<file path="config.mk">
export PLATFORM = sky130hd
export DESIGN_NAME = ct16_channel
export DESIGN_NICKNAME = d
export VERILOG_FILES = /design/src/rtl/ct16_pkg.sv /design/src/rtl/ct16_gate_sense.sv /design/src/rtl/ct16_half_split.sv /design/src/rtl/ct16_core.sv /design/src/rtl/ct16_channel.sv
export SDC_FILE = /design/constraint.sdc
export NUM_CORES = 1
export LEC_CHECK = 0
export BUFFER_PORTS_ARGS = -buffer_cell sky130_fd_sc_hd__buf_2
export CELL_PAD_IN_SITES_DETAIL_PLACEMENT = 0
export CELL_PAD_IN_SITES_GLOBAL_PLACEMENT = 1
export CORE_MARGIN = 2
export CORE_UTILIZATION = 40
export CTS_BUF_LIST = sky130_fd_sc_hd__clkbuf_8
export DETAILED_ROUTE_END_ITERATION = 10
export GPL_TIMING_DRIVEN = 1
export PLACE_DENSITY_LB_ADDON = 0.15
export SLEW_MARGIN = 5
export SYNTH_ARGS = -nofsm -noshare
export SYNTH_HDL_FRONTEND = slang
export SYNTH_SLANG_ARGS = --single-unit
</file>
<file path="constraint.sdc">
create_clock -name clk -period 1.5 [get_ports clk]
set_input_delay 0.3 -clock clk [delete_from_list [all_inputs] [get_ports clk]]
set_output_delay 0.3 -clock clk [all_outputs]
set_load 0.01 [all_outputs]
</file>
<file path="src/rtl/ct16_pkg.sv">
package ct16_pkg;

  typedef enum logic [2:0] {
    MODE_ONESHOT = 3'd1,
    MODE_RATE    = 3'd2,
    MODE_SQUARE  = 3'd3,
    MODE_STROBE  = 3'd5
  } ct_mode_e;

  typedef enum logic [1:0] {
    ST_IDLE  = 2'd0,
    ST_ARMED = 2'd1,
    ST_RUN   = 2'd2
  } ct_state_e;

  function automatic logic mode_code_ok(input logic [2:0] code);
    return (code == 3'd1) || (code == 3'd2) || (code == 3'd3) || (code == 3'd5);
  endfunction

  function automatic logic mode_periodic(input ct_mode_e m);
    return (m == MODE_RATE) || (m == MODE_SQUARE);
  endfunction

endpackage

</file>
<file path="src/rtl/ct16_gate_sense.sv">
module ct16_gate_sense (
  input  logic clk,
  input  logic rst_n,
  input  logic tick_en,
  input  logic gate,
  output logic trig_o
);
  logic gate_q;

  // gate is sampled only on counting ticks
  always_ff @(posedge clk or negedge rst_n) begin
    if (!rst_n) begin
      gate_q <= 1'b0;
    end else if (tick_en) begin
      gate_q <= gate;
    end
  end

  assign trig_o = tick_en & gate & ~gate_q;

endmodule

</file>
<file path="src/rtl/ct16_half_split.sv">
module ct16_half_split #(
  parameter int CNT_W = 16,
  parameter bit UPPER = 1'b1
) (
  input  logic [CNT_W-1:0] reload_i,
  output logic [CNT_W-1:0] half_o
);
  localparam int XW = CNT_W + 2;

  logic [XW-1:0] span;

  // zero stands for the full 2^CNT_W range
  assign span = {1'b0, (reload_i == '0), reload_i};

  generate
    if (UPPER) begin : g_ceil
      assign half_o = CNT_W'((span + XW'(1)) >> 1);
    end else begin : g_floor
      assign half_o = CNT_W'(span >> 1);
    end
  endgenerate

endmodule

</file>
<file path="src/rtl/ct16_core.sv">
module ct16_core
  import ct16_pkg::*;
#(
  parameter int CNT_W = 16
) (
  input  logic             clk,
  input  logic             rst_n,
  input  logic             tick_en,
  input  logic             gate,
  input  logic             trig,
  input  logic             wr_mode,
  input  logic [2:0]       mode_in,
  input  logic             wr_load,
  input  logic [CNT_W-1:0] load_in,
  input  logic [CNT_W-1:0] ld_hi,
  input  logic [CNT_W-1:0] rl_hi,
  input  logic [CNT_W-1:0] rl_lo,
  output logic [CNT_W-1:0] reload_o,
  output ct_mode_e         mode_o,
  output logic [CNT_W-1:0] count_o,
  output logic             out_o
);
  localparam logic [CNT_W-1:0] ONE = CNT_W'(1);
  localparam logic [CNT_W-1:0] TWO = CNT_W'(2);

  ct_mode_e         mode_q,   mode_n;
  ct_state_e        st_q,     st_n;
  logic [CNT_W-1:0] reload_q, reload_n;
  logic [CNT_W-1:0] cnt_q,    cnt_n;
  logic             out_q,    out_n;
  logic [CNT_W-1:0] cnt_dec;
  logic             mode_wr_ok;

  assign cnt_dec    = cnt_q - ONE;
  assign mode_wr_ok = wr_mode && mode_code_ok(mode_in);

  always_comb begin
    mode_n   = mode_q;
    st_n     = st_q;
    reload_n = reload_q;
    cnt_n    = cnt_q;
    out_n    = out_q;
    if (mode_wr_ok) begin
      mode_n = ct_mode_e'(mode_in);
      st_n   = ST_IDLE;
      out_n  = 1'b1;
    end else if (wr_load) begin
      reload_n = load_in;
      if (mode_periodic(mode_q)) begin
        st_n  = ST_RUN;
        out_n = 1'b1;
        cnt_n = (mode_q == MODE_SQUARE) ? ld_hi : load_in;
      end else if (st_q == ST_IDLE) begin
        st_n = ST_ARMED;
      end
    end else if (tick_en) begin
      case (mode_q)
        MODE_RATE: begin
          if (st_q == ST_RUN) begin
            if (!gate) begin
              cnt_n = reload_q;
              out_n = 1'b1;
            end else if (cnt_q == TWO) begin
              cnt_n = ONE;
              out_n = 1'b0;
            end else if (cnt_q == ONE) begin
              cnt_n = reload_q;
              out_n = 1'b1;
            end else begin
              cnt_n = cnt_dec;
            end
          end
        end
        MODE_SQUARE: begin
          if (st_q == ST_RUN) begin
            if (!gate) begin
              cnt_n = rl_hi;
              out_n = 1'b1;
            end else if (cnt_q == ONE) begin
              out_n = ~out_q;
              cnt_n = out_q ? rl_lo : rl_hi;
            end else begin
              cnt_n = cnt_dec;
            end
          end
        end
        MODE_ONESHOT: begin
          if (trig && (st_q != ST_IDLE)) begin
            st_n  = ST_RUN;
            cnt_n = reload_q;
            out_n = 1'b0;
          end else if (st_q == ST_RUN) begin
            cnt_n = cnt_dec;
            if (cnt_q == ONE) begin
              out_n = 1'b1;
              st_n  = ST_ARMED;
            end
          end
        end
        MODE_STROBE: begin
          out_n = 1'b1;
          if (trig && (st_q != ST_IDLE)) begin
            st_n  = ST_RUN;
            cnt_n = reload_q;
          end else if (st_q == ST_RUN) begin
            cnt_n = cnt_dec;
            if (cnt_q == ONE) begin
              out_n = 1'b0;
              st_n  = ST_ARMED;
            end
          end
        end
        default: begin
          out_n = 1'b1;
        end
      endcase
    end
  end

  always_ff @(posedge clk or negedge rst_n) begin
    if (!rst_n) begin
      mode_q   <= MODE_RATE;
      st_q     <= ST_IDLE;
      reload_q <= '0;
      cnt_q    <= '0;
      out_q    <= 1'b1;
    end else begin
      mode_q   <= mode_n;
      st_q     <= st_n;
      reload_q <= reload_n;
      cnt_q    <= cnt_n;
      out_q    <= out_n;
    end
  end

  assign reload_o = reload_q;
  assign mode_o   = mode_q;
  assign count_o  = cnt_q;
  assign out_o    = out_q;

endmodule

</file>
<file path="src/rtl/ct16_channel.sv">
module ct16_channel
  import ct16_pkg::*;
#(
  parameter int CNT_W = 16
) (
  input  logic             clk,
  input  logic             rst_n,
  input  logic             tick_en,
  input  logic             gate,
  input  logic             wr_mode,
  input  logic [2:0]       mode_in,
  input  logic             wr_load,
  input  logic [CNT_W-1:0] load_in,
  output logic [CNT_W-1:0] count_o,
  output logic             out_o
);
  logic [1:0]       rst_pipe;
  logic             rst_core_n;
  logic             trig;
  logic [CNT_W-1:0] reload_w;
  logic [CNT_W-1:0] ld_hi, rl_hi, rl_lo;
  ct_mode_e         mode_w;

  // asynchronous assertion, synchronous release
  always_ff @(posedge clk or negedge rst_n) begin
    if (!rst_n) begin
      rst_pipe <= 2'b00;
    end else begin
      rst_pipe <= {rst_pipe[0], 1'b1};
    end
  end
  assign rst_core_n = rst_pipe[1];

  ct16_gate_sense u_gate (
    .clk     (clk),
    .rst_n   (rst_core_n),
    .tick_en (tick_en),
    .gate    (gate),
    .trig_o  (trig)
  );

  ct16_half_split #(.CNT_W(CNT_W), .UPPER(1'b1)) u_ld_hi (
    .reload_i (load_in),
    .half_o   (ld_hi)
  );

  ct16_half_split #(.CNT_W(CNT_W), .UPPER(1'b1)) u_rl_hi (
    .reload_i (reload_w),
    .half_o   (rl_hi)
  );

  ct16_half_split #(.CNT_W(CNT_W), .UPPER(1'b0)) u_rl_lo (
    .reload_i (reload_w),
    .half_o   (rl_lo)
  );

  ct16_core #(.CNT_W(CNT_W)) u_core (
    .clk      (clk),
    .rst_n    (rst_core_n),
    .tick_en  (tick_en),
    .gate     (gate),
    .trig     (trig),
    .wr_mode  (wr_mode),
    .mode_in  (mode_in),
    .wr_load  (wr_load),
    .load_in  (load_in),
    .ld_hi    (ld_hi),
    .rl_hi    (rl_hi),
    .rl_lo    (rl_lo),
    .reload_o (reload_w),
    .mode_o   (mode_w),
    .count_o  (count_o),
    .out_o    (out_o)
  );

endmodule

</file>
==> metrics.log, run 1 <==
[metrics] outcome: finished with violations
[metrics] violated checks: negative setup slack
[metrics] flip-flop and latch count after synthesis: 41
[metrics] adder-cell share of the synthesized area: 0.02106
[metrics] buffers plus inverters on the worst setup path: 1
[metrics] total standard cell area after synthesis: 4159 um2
[metrics] top-count cell post-synth: sky130_fd_sc_hd__nand2_1
[metrics] share of the clock period used by the worst path after layout: 1.499
[metrics] commonest cells in the netlist: sky130_fd_sc_hd__nand2_1 (46), sky130_fd_sc_hd__dfrtp_1 (39), sky130_fd_sc_hd__o21ai_0 (38), sky130_fd_sc_hd__nor2_1 (36), sky130_fd_sc_hd__clkbuf_1 (35)
[metrics] initial standard-cell utilization of the core: 0.4065
[metrics] Net Count, Synth: 565
[metrics] number of sinks driven by the clock tree: 41
[metrics] area share of and/or/nand/nor cells after synthesis: 0.2750
[metrics] area of all placed cells without fillers: 6520 um2
[metrics] area overhead of the layout relative to synthesis: 56.77%
[metrics] headroom to the max-slew limit: 0.6528
[metrics] cell at the root of the clock tree: sky130_fd_sc_hd__clkbuf_8
[metrics] highest clock rate: 0.4447 GHz
[metrics] Design Power: 7.366 mW
[metrics] number of search-and-repair iterations in the first detailed-routing pass: 5
[metrics] register clock-pin slew on the reported worst setup and hold paths: 0.09 ns
[metrics] number of vias per cell: 5.816
[metrics] Final Hold Violating Endpoints: 0
[metrics] Antenna Diode Count: 0
[metrics] aggregate global-route resource usage: 0.3161
[metrics] count of port buffers added during placement: 41
[metrics] share of cells above drive strength 1: 0.4585
[metrics] syn avg cell area: 7.803 um2
[metrics] area share of the largest cell type after synthesis: 0.2347
[metrics] DRC violation total after the first TritonRoute iteration: 389
[metrics] global-route wire length before repair: 27360 um
[metrics] gate count after technology mapping: 533
[metrics] Filler Cells Inserted: 908
[metrics] crit path cell chain: nor4_4 -> nand3_2 -> buf_8 -> o41ai_4 -> a21o_2 -> a221oi_1 -> a221oi_1
[metrics] worst endpoint required time: 1.71 ns
[metrics] Post-route DRC: 0
[metrics] final period demand of the worst path: 2.248 ns
[metrics] largest net degree at the start of global routing: 27
[metrics] number of rows in the core area: 37
[metrics] post-synthesis compound-gate area fraction: 0.2542
[metrics] remaining antenna violation count after routing: 0
[metrics] die boundary height: 106.0 um
[metrics] static leakage: 2.870 nW
[metrics] H-tree level count: 2
[metrics] via count: 5205
[metrics] Power per Cell Area: 1130 nW/um2
[metrics] peak supply drop: 0.0005655 V
[metrics] slew of the pin with the lowest slew margin: 0.5208 ns
[metrics] multiplexer share of the synthesized area: 0.07581
[metrics] floorplan die area: 11230 um2
[metrics] number of flops mapped to enable cells by yosys: 0
[metrics] main combinational cell family by area after synthesis: simple AND/OR/NAND/NOR gates
[metrics] worst-skew pair later-pin latency: 0.32 ns
[metrics] post-DP HPWL: 13550 um
[metrics] most instantiated flip-flop cell in the synthesis netlist: sky130_fd_sc_hd__dfrtp_1
[metrics] Die X: 106.0 um
[metrics] # IOs: 42
[metrics] Final Wtd Congestion: 0.9864
[metrics] biggest area consumer among synthesized cells: sky130_fd_sc_hd__dfrtp_1
[metrics] most frequent cell on the critical path: sky130_fd_sc_hd__a221oi_1
[metrics] slowest cell delay on critical path: 0.43 ns
[metrics] post-place setup slack: -0.8839 ns
[metrics] number of nets in the final layout: 790
[metrics] CP Capture Type: flip-flop
[metrics] count of max-cap constraint violations: 0
[metrics] worst-case clock buffer depth: 2
[metrics] number of global-route vias before repair: 5091
[metrics] total count of max-transition violations in the final report: 0
[metrics] dominant cells by area after synthesis: sky130_fd_sc_hd__dfrtp_1 (23%), sky130_fd_sc_hd__o21ai_0 (4.6%), sky130_fd_sc_hd__mux2i_1 (4.3%)
[metrics] initial antenna violation count: 0
[metrics] clk_skew: 0.009364 ns
[metrics] Post-DP Area: 5857 um2
[metrics] cts bufs inserted: 5
[metrics] count of endpoints failing setup in the final report: 19
[metrics] Overflow after GRT: 0
[metrics] TritonCTS clock tree: done
[metrics] Synthesis Warnings: 0
[metrics] sequential area share after synthesis: 0.2473
[metrics] Worst Hold Class: reg2async
[metrics] minimum setup slack in the final design: -0.7485 ns
[metrics] average detailed-routed wire length per instance: 19.99 um
[metrics] category of the most critical setup path: reg2reg
[metrics] area of the core: 10230 um2
[metrics] total detailed-routing wirelength: 17890 um
[metrics] worst path arrival time: 2.46 ns
[metrics] critical path launch point type: flip-flop
[metrics] Total Neg Setup Slack: -12.95 ns
[metrics] unrepaired setup endpoints after global routing: true
[metrics] Max Fanout on Critical Path: 5
[metrics] share of synthesized registers carrying an async set or reset: 1.000
[metrics] slowest stage cell on the critical path: sky130_fd_sc_hd__dfrtp_2
[metrics] CP delay by family, top: compound AO/OA/AOI/OAI gates
[metrics] number of distinct library cells after synthesis: 76
[metrics] fraction of synthesized cell area in xor and xnor cells: 0.05686
-- layout make-up --
class,instances,area [um2],area share
well taps,136,170.2,0.02610
inverters,16,60.06,0.009211
multi-input cells,432,3131,0.4801
flip-flops and latches,41,1031,0.1581
repair buffers,262,1994,0.3059
clock buffers,5,68.82,0.01055
clock inverters,3,65.06,0.009979
-- path summary, 6_finish.rpt --
check,slack [ns],cells past startpoint,startpoint,endpoint
hold / removal,0.25,0,rst_pipe[1],u_core.count_o[14]
min in group clk,0.28,4,mode_in[2],u_core.mode_o[2]
setup / recovery,-0.75,7,u_core.count_o[9],u_core.count_o[14]
setup reg to reg,-0.75,7,u_core.count_o[9],u_core.count_o[14]
max in group asynchronous,0.63,1,rst_pipe[1],u_core.reload_o[7]
hold reg to reg,0.25,0,rst_pipe[1],u_core.count_o[14]
-- layout by cell type (no fill, tap or decap), types with 4 or more instances in the layout --
master	count
sky130_fd_sc_hd__o21ai_0	28
sky130_fd_sc_hd__a221oi_2	5
sky130_fd_sc_hd__nand2_1	44
sky130_fd_sc_hd__inv_1	16
sky130_fd_sc_hd__and2_1	6
sky130_fd_sc_hd__nor4_1	12
sky130_fd_sc_hd__nor3_1	10
sky130_fd_sc_hd__or2_2	4
sky130_fd_sc_hd__clkbuf_8	5
sky130_fd_sc_hd__nand4_1	18
sky130_fd_sc_hd__and3_1	4
sky130_fd_sc_hd__a31oi_1	13
sky130_fd_sc_hd__a211oi_1	6
sky130_fd_sc_hd__or3_1	6
sky130_fd_sc_hd__o21ai_1	6
sky130_fd_sc_hd__dfrtp_1	37
sky130_fd_sc_hd__buf_6	10
sky130_fd_sc_hd__a21oi_2	6
sky130_fd_sc_hd__o211ai_1	8
sky130_fd_sc_hd__buf_4	204
sky130_fd_sc_hd__nand3_1	28
sky130_fd_sc_hd__nor2_1	35
sky130_fd_sc_hd__mux2_2	12
sky130_fd_sc_hd__xnor2_1	16
sky130_fd_sc_hd__a21oi_1	26
sky130_fd_sc_hd__ha_1	7
sky130_fd_sc_hd__xor2_1	10
sky130_fd_sc_hd__buf_2	40
sky130_fd_sc_hd__mux2i_1	17
sky130_fd_sc_hd__a221oi_1	4
-- stage by stage --
stage | utilization | hold slack [ns] | cells
3_3_place_gp | 0.5725 | 0.08482 | 867
2_1_floorplan | - | 0.004409 | 533
4_1_cts | 0.6067 | 0.2529 | 883
3_5_place_dp | 0.5725 | 0.09342 | 867
6_report | 0.6373 | 0.2499 | 895
5_1_grt | 0.6373 | 0.2822 | 895
-- state kept, by name (all words and copies together) (netlist names) --
register / count
u_core.out_o: 1
u_gate.gate_q: 1
rst_pipe: 2
u_core.reload_o: 16
u_core.st_q: 2
u_core.count_o: 16
u_core.mode_o: 3
-- power by group --
part | switching, mW | internal, mW | total, mW
clock | 0.457 | 0.662 | 1.12
combinational | 2.40 | 2.13 | 4.52
sequential | 0.307 | 1.42 | 1.72
total | 3.16 | 4.21 | 7.37
-- worst register-to-register path: cells and delay by family, from the launching register on --
kind            cells  cell delay, ns
compound gates      4            0.97
buf+inv             1            0.17
flops               1            0.43
simple gates        2            0.56
-- metal layers --
metal | track usage | share of wire | vias up
li1 | - | - | 2459
met1 | 0.4146 | 0.43 | 2501
met2 | 0.5350 | 0.48 | 203
met3 | 0.03985 | 0.058 | 42
met4 | 0.1137 | 0.031 | 0
met5 | 0 | 0 | -
-- cells by family (layout without fill, tap and decap cells) --
group / Yosys count / count (layout)
and+or+nand+nor: 209 / 209
AOI/OAI and AO/OA: 158 / 158
buffers and inverters: 60 / 286
DFF: 41 / 41
muxes: 30 / 30
xor gates and xnor gates: 27 / 27
adders and majority gates: 7 / 7
other: 1 / 1
-- repair_timing --
| action | CTS | global route |
|---|---|---|
| hold endpoints to repair | 2 | 0 |
| gates resized for setup | 40 | 46 |
| setup endpoints to repair | 20 | 32 |
| pin swaps | 17 | 27 |
| hold buffers | 1 | 0 |
| setup buffers | 6 | 10 |
| gates cloned | 1 | 2 |
Power figures use the tool's default switching activity.
==> run 2, diff against run 1 <==
REMOVE_ABC_BUFFERS = 1   (was default)
==> run 2 against run 1 <==
  * The flow still finishes with violations (negative setup slack)
  * Cell count up 0.89%
  * Wire length up 2.9%
  * Via count up 2.5%
  * Die area unchanged
  * Non-clock buffer count up 8
  * Design area up 3.2%
  * Register-to-register slack about the same
  * Critical path type unchanged
  * Critical endpoint is now u_core.count_o[9]
==> metrics.log, run 2 (synthesis results as in run 1) <==
[metrics] outcome: finished with violations
[metrics] violated checks: negative setup slack
[metrics] H-tree level count: 2 (unchanged)
[metrics] peak supply drop: 0.0006004 V (+6.2%)
[metrics] share of the clock period used by the worst path after layout: 1.490 (-0.008997)
[metrics] Post-route DRC: 0 (unchanged)
[metrics] number of sinks driven by the clock tree: 41 (unchanged)
[metrics] CP Capture Type: flip-flop
[metrics] count of port buffers added during placement: 41 (unchanged)
[metrics] category of the most critical setup path: reg2reg
[metrics] most frequent cells in the layout: sky130_fd_sc_hd__buf_4 (203), sky130_fd_sc_hd__nand2_1 (43), sky130_fd_sc_hd__buf_2 (41)
[metrics] area of the core: 10230 um2 (unchanged)
[metrics] share of cells above drive strength 1: 0.4837 (+0.02520)
[metrics] Design Power: 7.437 mW (+0.96%)
[metrics] count of endpoints failing setup in the final report: 19 (unchanged)
[metrics] number of vias per cell: 5.906 (+1.6%)
[metrics] worst endpoint required time: 1.74 ns (+0.03 ns)
[metrics] Antenna Diode Count: 0 (unchanged)
[metrics] number of search-and-repair iterations in the first detailed-routing pass: 5 (unchanged)
[metrics] total count of max-transition violations in the final report: 0 (unchanged)
[metrics] Sequential Area: 1030 um2 (-0.12%)
[metrics] area overhead of the layout relative to synthesis: 61.85%
[metrics] average detailed-routed wire length per instance: 20.38 um (+2.0%)
[metrics] die boundary height: 106.0 um (unchanged)
[metrics] Max Fanout on Critical Path: 5 (unchanged)
[metrics] unrepaired setup endpoints after global routing: true
[metrics] cell at the root of the clock tree: sky130_fd_sc_hd__clkbuf_8
[metrics] highest clock rate: 0.4474 GHz (+0.60%)
[metrics] Cells after DPL: 865 (-0.23%)
[metrics] Worst Hold Class: reg2async
[metrics] register clock-pin slew on the reported worst setup and hold paths: 0.09 ns (about the same)
[metrics] worst-case clock buffer depth: 2 (unchanged)
[metrics] Filler Cells Inserted: 887 (-2.3%)
[metrics] Final Wtd Congestion: 0.9767 (-0.98%)
[metrics] Power per Cell Area: 1105 nW/um2 (-2.2%)
[metrics] Die X: 106.0 um (unchanged)
[metrics] count of max-cap constraint violations: 0 (unchanged)
[metrics] static leakage: 2.931 nW (+2.1%)
[metrics] critical path launch point type: flip-flop
[metrics] area used by multi-input combinational logic: 3294 um2 (+5.2%)
[metrics] Total Neg Setup Slack: -12.21 ns (+0.7428 ns)
[metrics] remaining antenna violation count after routing: 0 (unchanged)
[metrics] DRC violation total after the first TritonRoute iteration: 515 (+32%)
[metrics] Final Hold Violating Endpoints: 0 (unchanged)
[metrics] via count: 5333 (+2.5%)
[metrics] final period demand of the worst path: 2.235 ns (-0.01350 ns)
[metrics] largest net degree at the start of global routing: 40 (+48%)
[metrics] Overflow after GRT: 0 (unchanged)
[metrics] most frequent standard cell in the layout excluding fill and tap cells: sky130_fd_sc_hd__buf_4
[metrics] number of global-route vias before repair: 5210 (+2.3%)
[metrics] initial standard-cell utilization of the core: 0.4065 (unchanged)
[metrics] post-place setup slack: -0.8461 ns (+0.03781 ns)
[metrics] clk_skew: 0.008931 ns (-0.0004332 ns)
[metrics] final std cells w/o fill: 903 (+0.89%)
[metrics] worst path arrival time: 2.47 ns (about the same)
[metrics] worst-skew pair later-pin latency: 0.31 ns (about the same)
[metrics] total detailed-routing wirelength: 18400 um (+2.9%)
[metrics] TritonCTS clock tree: done
[metrics] # IOs: 42 (unchanged)
[metrics] number of nets in the final layout: 799 (+1.1%)
[metrics] cts bufs inserted: 5 (unchanged)
[metrics] post-DP HPWL: 13490 um (-0.48%)
[metrics] floorplan die area: 11230 um2 (unchanged)
[metrics] initial antenna violation count: 0 (unchanged)
[metrics] global-route wire length before repair: 28150 um (+2.9%)
[metrics] minimum setup slack in the final design: -0.7350 ns (+0.01350 ns)
[metrics] number of rows in the core area: 37 (unchanged)
[metrics] aggregate global-route resource usage: 0.3243 (+0.008198)
run 2: final timing paths:
path                               startpoint           endpoint  slack [ns]  cells after the start
min reg2reg                       rst_pipe[1]      u_gate.gate_q        0.25                      1
min in group clk                   mode_in[2]   u_core.mode_o[2]        0.29                      4
max reg2reg                u_core.count_o[15]  u_core.count_o[9]       -0.74                      7
max in group asynchronous         rst_pipe[1]   u_core.mode_o[1]        0.99                      1
min                               rst_pipe[1]      u_gate.gate_q        0.25                      1
max                        u_core.count_o[15]  u_core.count_o[9]       -0.74                      7
run 2: layout make-up:
type / instances / area share
Tap cell: 136 / 0.02528
Multi-Input combinational cell: 433 / 0.4894
Inverter: 16 / 0.008922
Clock inverter: 1 / 0.0005576
Sequential cell: 41 / 0.1530
Clock buffer: 6 / 0.01227
Timing Repair Buffer: 270 / 0.3106
run 2: metrics by stage:
step / instance area [um2] / util / hold slack (ns)
6_report: 6731 / 0.6579 / 0.2515
5_1_grt: 6731 / 0.6579 / 0.2852
4_1_cts: 6261 / 0.6120 / 0.2560
3_5_place_dp: 5852 / 0.5720 / 0.09009
3_3_place_gp: 5852 / 0.5720 / 0.08839
2_1_floorplan: 3933 / - / 0.004409
run 2: critical path, stage by stage (launching register included):
cell	delay [ns]
sky130_fd_sc_hd__dfrtp_1	0.44
sky130_fd_sc_hd__nor4_4	0.32
sky130_fd_sc_hd__buf_4	0.20
sky130_fd_sc_hd__nand2_8	0.07
sky130_fd_sc_hd__or3_4	0.43
sky130_fd_sc_hd__or3_1	0.37
sky130_fd_sc_hd__a21o_1	0.20
sky130_fd_sc_hd__a31oi_1	0.13
run 2: power breakdown:
group	internal, mW	switching [mW]	total [mW]
Combinational	2.31	2.62	4.93
Sequential	1.42	0.305	1.72
Clock	0.360	0.431	0.791
run 2: layer usage:
| metal | vias up | global-route usage | share of wire |
|---|---|---|---|
| met5 | - | 0 | 0 |
| met4 | 0 | 0.1306 | 0.035 |
| met3 | 42 | 0.05579 | 0.078 |
| met2 | 238 | 0.5341 | 0.48 |
| met1 | 2582 | 0.4226 | 0.41 |
| li1 | 2471 | - | - |
run 2: repair_timing:
item	4_1_cts	5_1_grt
pin swaps	10	43
endpoints found under the hold margin	2	0
gates cloned	2	1
buffers inserted	14	18
gates resized for setup	45	79
hold buffers	1	0
endpoints found under the setup margin	31	27
==> run 3, diff against run 2 <==
SYNTH_HIERARCHICAL = 1   (was default)
==> run 3 against run 2 <==
  * The run still ends with negative setup slack left
  * Synthesized cell count fell by 5.3%
  * Combinational power fell by 21%
  * Die area fell by 0.20%
  * Sequential cell count did not move
==> metrics.log, run 3 <==
[metrics] outcome: finished with violations
[metrics] violated checks: negative setup slack
[metrics] syn avg cell area: 8.218 um2 (+5.3%)
[metrics] average detailed-routed wire length per instance: 17.92 um (-12%)
[metrics] register clock-pin slew on the reported worst setup and hold paths: 0.08 ns (about the same)
[metrics] category of the most critical setup path: reg2reg
[metrics] share of cells above drive strength 1: 0.4649 (-0.01882)
[metrics] origin of the worst setup path: u_core/count_o[13]
[metrics] die boundary height: 105.9 um (about the same)
[metrics] Overflow after GRT: 0 (unchanged)
[metrics] slowest stage cell on the critical path: sky130_fd_sc_hd__dfrtp_1
[metrics] buffers plus inverters on the worst setup path: 2 (+1)
[metrics] number of distinct library cells after synthesis: 71 (-6.6%)
[metrics] DRC violation total after the first TritonRoute iteration: 326 (-37%)
[metrics] most frequent cells in the layout: sky130_fd_sc_hd__buf_4 (182), sky130_fd_sc_hd__buf_2 (41), sky130_fd_sc_hd__dfrtp_1 (38)
[metrics] worst path arrival time: 2.29 ns (-0.18 ns)
[metrics] fraction of synthesized cell area in xor and xnor cells: 0.08833 (+0.03147)
[metrics] largest net degree at the start of global routing: 40 (unchanged)
[metrics] Final Hold Violating Endpoints: 0 (unchanged)
[metrics] number of vias per cell: 5.623 (-4.8%)
[metrics] Die X: 105.9 um (about the same)
[metrics] number of global-route vias before repair: 4756 (-8.7%)
[metrics] Post-route DRC: 0 (unchanged)
[metrics] initial antenna violation count: 0 (unchanged)
[metrics] worst-skew pair later-pin latency: 0.31 ns (about the same)
[metrics] cell internal power dissipation: 3.878 mW (-5.0%)
[metrics] Synthesis Warnings: 6 (+6)
[metrics] total detailed-routing wirelength: 15200 um (-17%)
[metrics] count of endpoints failing setup in the final report: 19 (unchanged)
[metrics] clock share of power: 0.145 (+0.039)
[metrics] Max Fanout on Critical Path: 6 (+1)
[metrics] unrepaired setup endpoints after global routing: true
[metrics] crit path cell chain: nor4_4 -> buf_4 -> nand4_4 -> buf_6 -> or3_1 -> o211ai_1 -> a21o_1 -> a31oi_1
[metrics] number of flops mapped to enable cells by yosys: 0 (unchanged)
[metrics] Filler Cells Inserted: 916 (+3.3%)
[metrics] cts bufs inserted: 5 (unchanged)
[metrics] most frequent standard cell in the layout excluding fill and tap cells: sky130_fd_sc_hd__buf_4
[metrics] Antenna Diode Count: 0 (unchanged)
[metrics] post-synthesis compound-gate area fraction: 0.2077 (-0.04649)
[metrics] beginning of the worst register-to-register path: u_core/count_o[13]
[metrics] biggest area consumer among synthesized cells: sky130_fd_sc_hd__dfrtp_1
[metrics] number of nets in the final layout: 743 (-7.0%)
[metrics] floorplan die area: 11210 um2 (-0.20%)
[metrics] count of port buffers added during placement: 41 (unchanged)
[metrics] commonest cells in the netlist: sky130_fd_sc_hd__dfrtp_1 (39), sky130_fd_sc_hd__nand2_1 (39), sky130_fd_sc_hd__o21ai_0 (36), sky130_fd_sc_hd__nor2_1 (34), sky130_fd_sc_hd__a21oi_1 (26)
[metrics] total count of max-transition violations in the final report: 0 (unchanged)
[metrics] number of rows in the core area: 37 (unchanged)
[metrics] sequential area share after synthesis: 0.2478 (+0.0005219)
[metrics] count of max-cap constraint violations: 0 (unchanged)
[metrics] H-tree level count: 2 (unchanged)
[metrics] area of the core: 10180 um2 (-0.45%)
[metrics] CP delay by family, top: simple AND/OR/NAND/NOR gates
[metrics] area of all placed cells without fillers: 6248 um2 (-7.2%)
[metrics] final period demand of the worst path: 2.117 ns (-0.1183 ns)
[metrics] flip-flop and latch count after synthesis: 41 (unchanged)
[metrics] cell depth of the worst flop-to-flop path: 8 (+1)
[metrics] static leakage: 2.660 nW (-9.2%)
[metrics] register-to-register setup slack: -0.62 ns (+0.12 ns)
[metrics] aggregate global-route resource usage: 0.2730 (-0.05126)
[metrics] adder-cell share of the synthesized area: 0.02110 (+0.00004444)
[metrics] minimum setup slack in the final design: -0.6167 ns (+0.1183 ns)
[metrics] via count: 4768 (-11%)
[metrics] critical path launch point type: flip-flop
[metrics] most instantiated flip-flop cell in the synthesis netlist: sky130_fd_sc_hd__dfrtp_1
[metrics] share of the clock period used by the worst path after layout: 1.411 (-0.07887)
[metrics] Post-DP Area: 5751 um2 (-1.7%)
[metrics] slowest cell delay on critical path: 0.42 ns (-0.02 ns)
[metrics] global-route wire length before repair: 24070 um (-14%)
[metrics] Power per Cell Area: 1060 nW/um2 (-4.0%)
[metrics] share of synthesized registers carrying an async set or reset: 1.000 (unchanged)
[metrics] switching power total: 2.747 mW (-18%)
[metrics] Worst Hold Class: reg2async
[metrics] Total Neg Setup Slack: -10.50 ns (+1.710 ns)
[metrics] worst-case clock buffer depth: 2 (unchanged)
[metrics] # IOs: 42 (unchanged)
[metrics] post-place setup slack: -0.7180 ns (+0.1281 ns)
[metrics] TritonCTS clock tree: done
[metrics] total standard cell area after synthesis: 4150 um2 (-0.21%)
[metrics] area overhead of the layout relative to synthesis: 50.56%
[metrics] destination of the worst register-to-register timing path: u_core/count_o[8]
[metrics] Design Power: 6.625 mW (-11%)
[metrics] number of search-and-repair iterations in the first detailed-routing pass: 5 (unchanged)
[metrics] initial standard-cell utilization of the core: 0.4075 (+0.0009877)
[metrics] clk_skew: 0.006560 ns (-0.002371 ns)
[metrics] sequential fraction of design power: 0.265 (+0.034)
[metrics] worst endpoint required time: 1.68 ns (-0.06 ns)
[metrics] Post-Route Utilization: 0.6135 (-0.04443)
[metrics] multiplexer share of the synthesized area: 0.09436 (+0.01855)
[metrics] Comb power frac: 0.590 (-0.072)
[metrics] dominant cells by area after synthesis: sky130_fd_sc_hd__dfrtp_1 (24%), sky130_fd_sc_hd__mux2_2 (5.7%), sky130_fd_sc_hd__xor2_1 (4.9%)
[metrics] Final Wtd Congestion: 0.9121 (-6.6%)
[metrics] gate count after technology mapping: 505 (-5.3%)
[metrics] main combinational cell family by area after synthesis: simple AND/OR/NAND/NOR gates
[metrics] switch share: 0.4146 (-0.03654)
[metrics] remaining antenna violation count after routing: 0 (unchanged)
[metrics] CP Capture Type: flip-flop
[metrics] area share of and/or/nand/nor cells after synthesis: 0.2774 (+0.002389)
[metrics] area share of the largest cell type after synthesis: 0.2352 (+0.0004952)
[metrics] highest clock rate: 0.4724 GHz (+5.6%)
[metrics] post-DP HPWL: 11960 um (-11%)
[metrics] cell at the root of the clock tree: sky130_fd_sc_hd__clkbuf_8
[metrics] peak supply drop: 0.0005636 V (-6.1%)
[metrics] number of sinks driven by the clock tree: 41 (unchanged)
run 3: area by class of cell:
cell class | count | area [um2] | share of cell area
inverters | 18 | 67.56 | 0.01081
clock inverters | 2 | 33.78 | 0.005406
repair buffers | 234 | 1729 | 0.2767
multi-input cells | 411 | 3136 | 0.5018
well taps | 136 | 170.2 | 0.02723
flip-flops and latches | 41 | 1030 | 0.1648
clock buffers | 6 | 82.58 | 0.01322
run 3: how the worst max path moves through the flow:
stage	end	slack [ns]	cells after the start
2_1_floorplan	u_core/count_o[11]	-1.22	5
3_3_place_gp	u_core/st_q[1]	-0.65	8
3_5_place_dp	u_core/st_q[1]	-0.72	7
4_1_cts	u_core/count_o[1]	-0.57	8
5_1_grt	u_core/count_o[8]	-0.70	8
6_report	u_core/count_o[8]	-0.62	8
run 3: power groups by stage:
| stage | Combinational [mW] | Sequential (mW) | Clock, mW |
|---|---|---|---|
| 2_1_floorplan | 1.35 | 2.01 | 0 |
| 3_3_place_gp | 3.50 | 1.72 | 0 |
| 3_5_place_dp | 3.52 | 1.74 | 0 |
| 4_1_cts | 3.74 | 1.74 | 0.981 |
| 5_1_grt | 4.20 | 1.80 | 1.02 |
| 6_report | 3.91 | 1.76 | 0.959 |
run 3: metrics by stage:
step,std cells,hold slack (ns)
after floorplan,470,0.004409
after detailed placement,829,0.08770
final,848,0.2350
after global routing,848,0.2660
after global placement,829,0.08420
after CTS,845,0.2565
run 3: logic make-up (layout without fill, tap and decap cells):
logic type	after synthesis	in the layout
AO/OA/AOI/OAI	127	127
XOR/XNOR	41	41
adder cells (fa/ha/maj)	7	7
buffers and inverters	53	260
flip-flops	41	41
multiplexers	36	36
other	1	1
AND/OR/NAND/NOR	199	199
run 3: per-layer routing:
metal  track usage  wire (um)  up-vias
li1              -          -     2293
met1        0.3580       6637     2246
met2        0.4664       7236      200
met3       0.03216        937       29
met4       0.09023        384        0
met5             0          0        -
run 3: what timing repair did:
item	4_1_cts	5_1_grt
hold buffers	1	0
setup endpoints to repair	34	36
pin swaps	26	19
buffers inserted	7	3
hold endpoints to repair	2	0
resized for setup	39	25
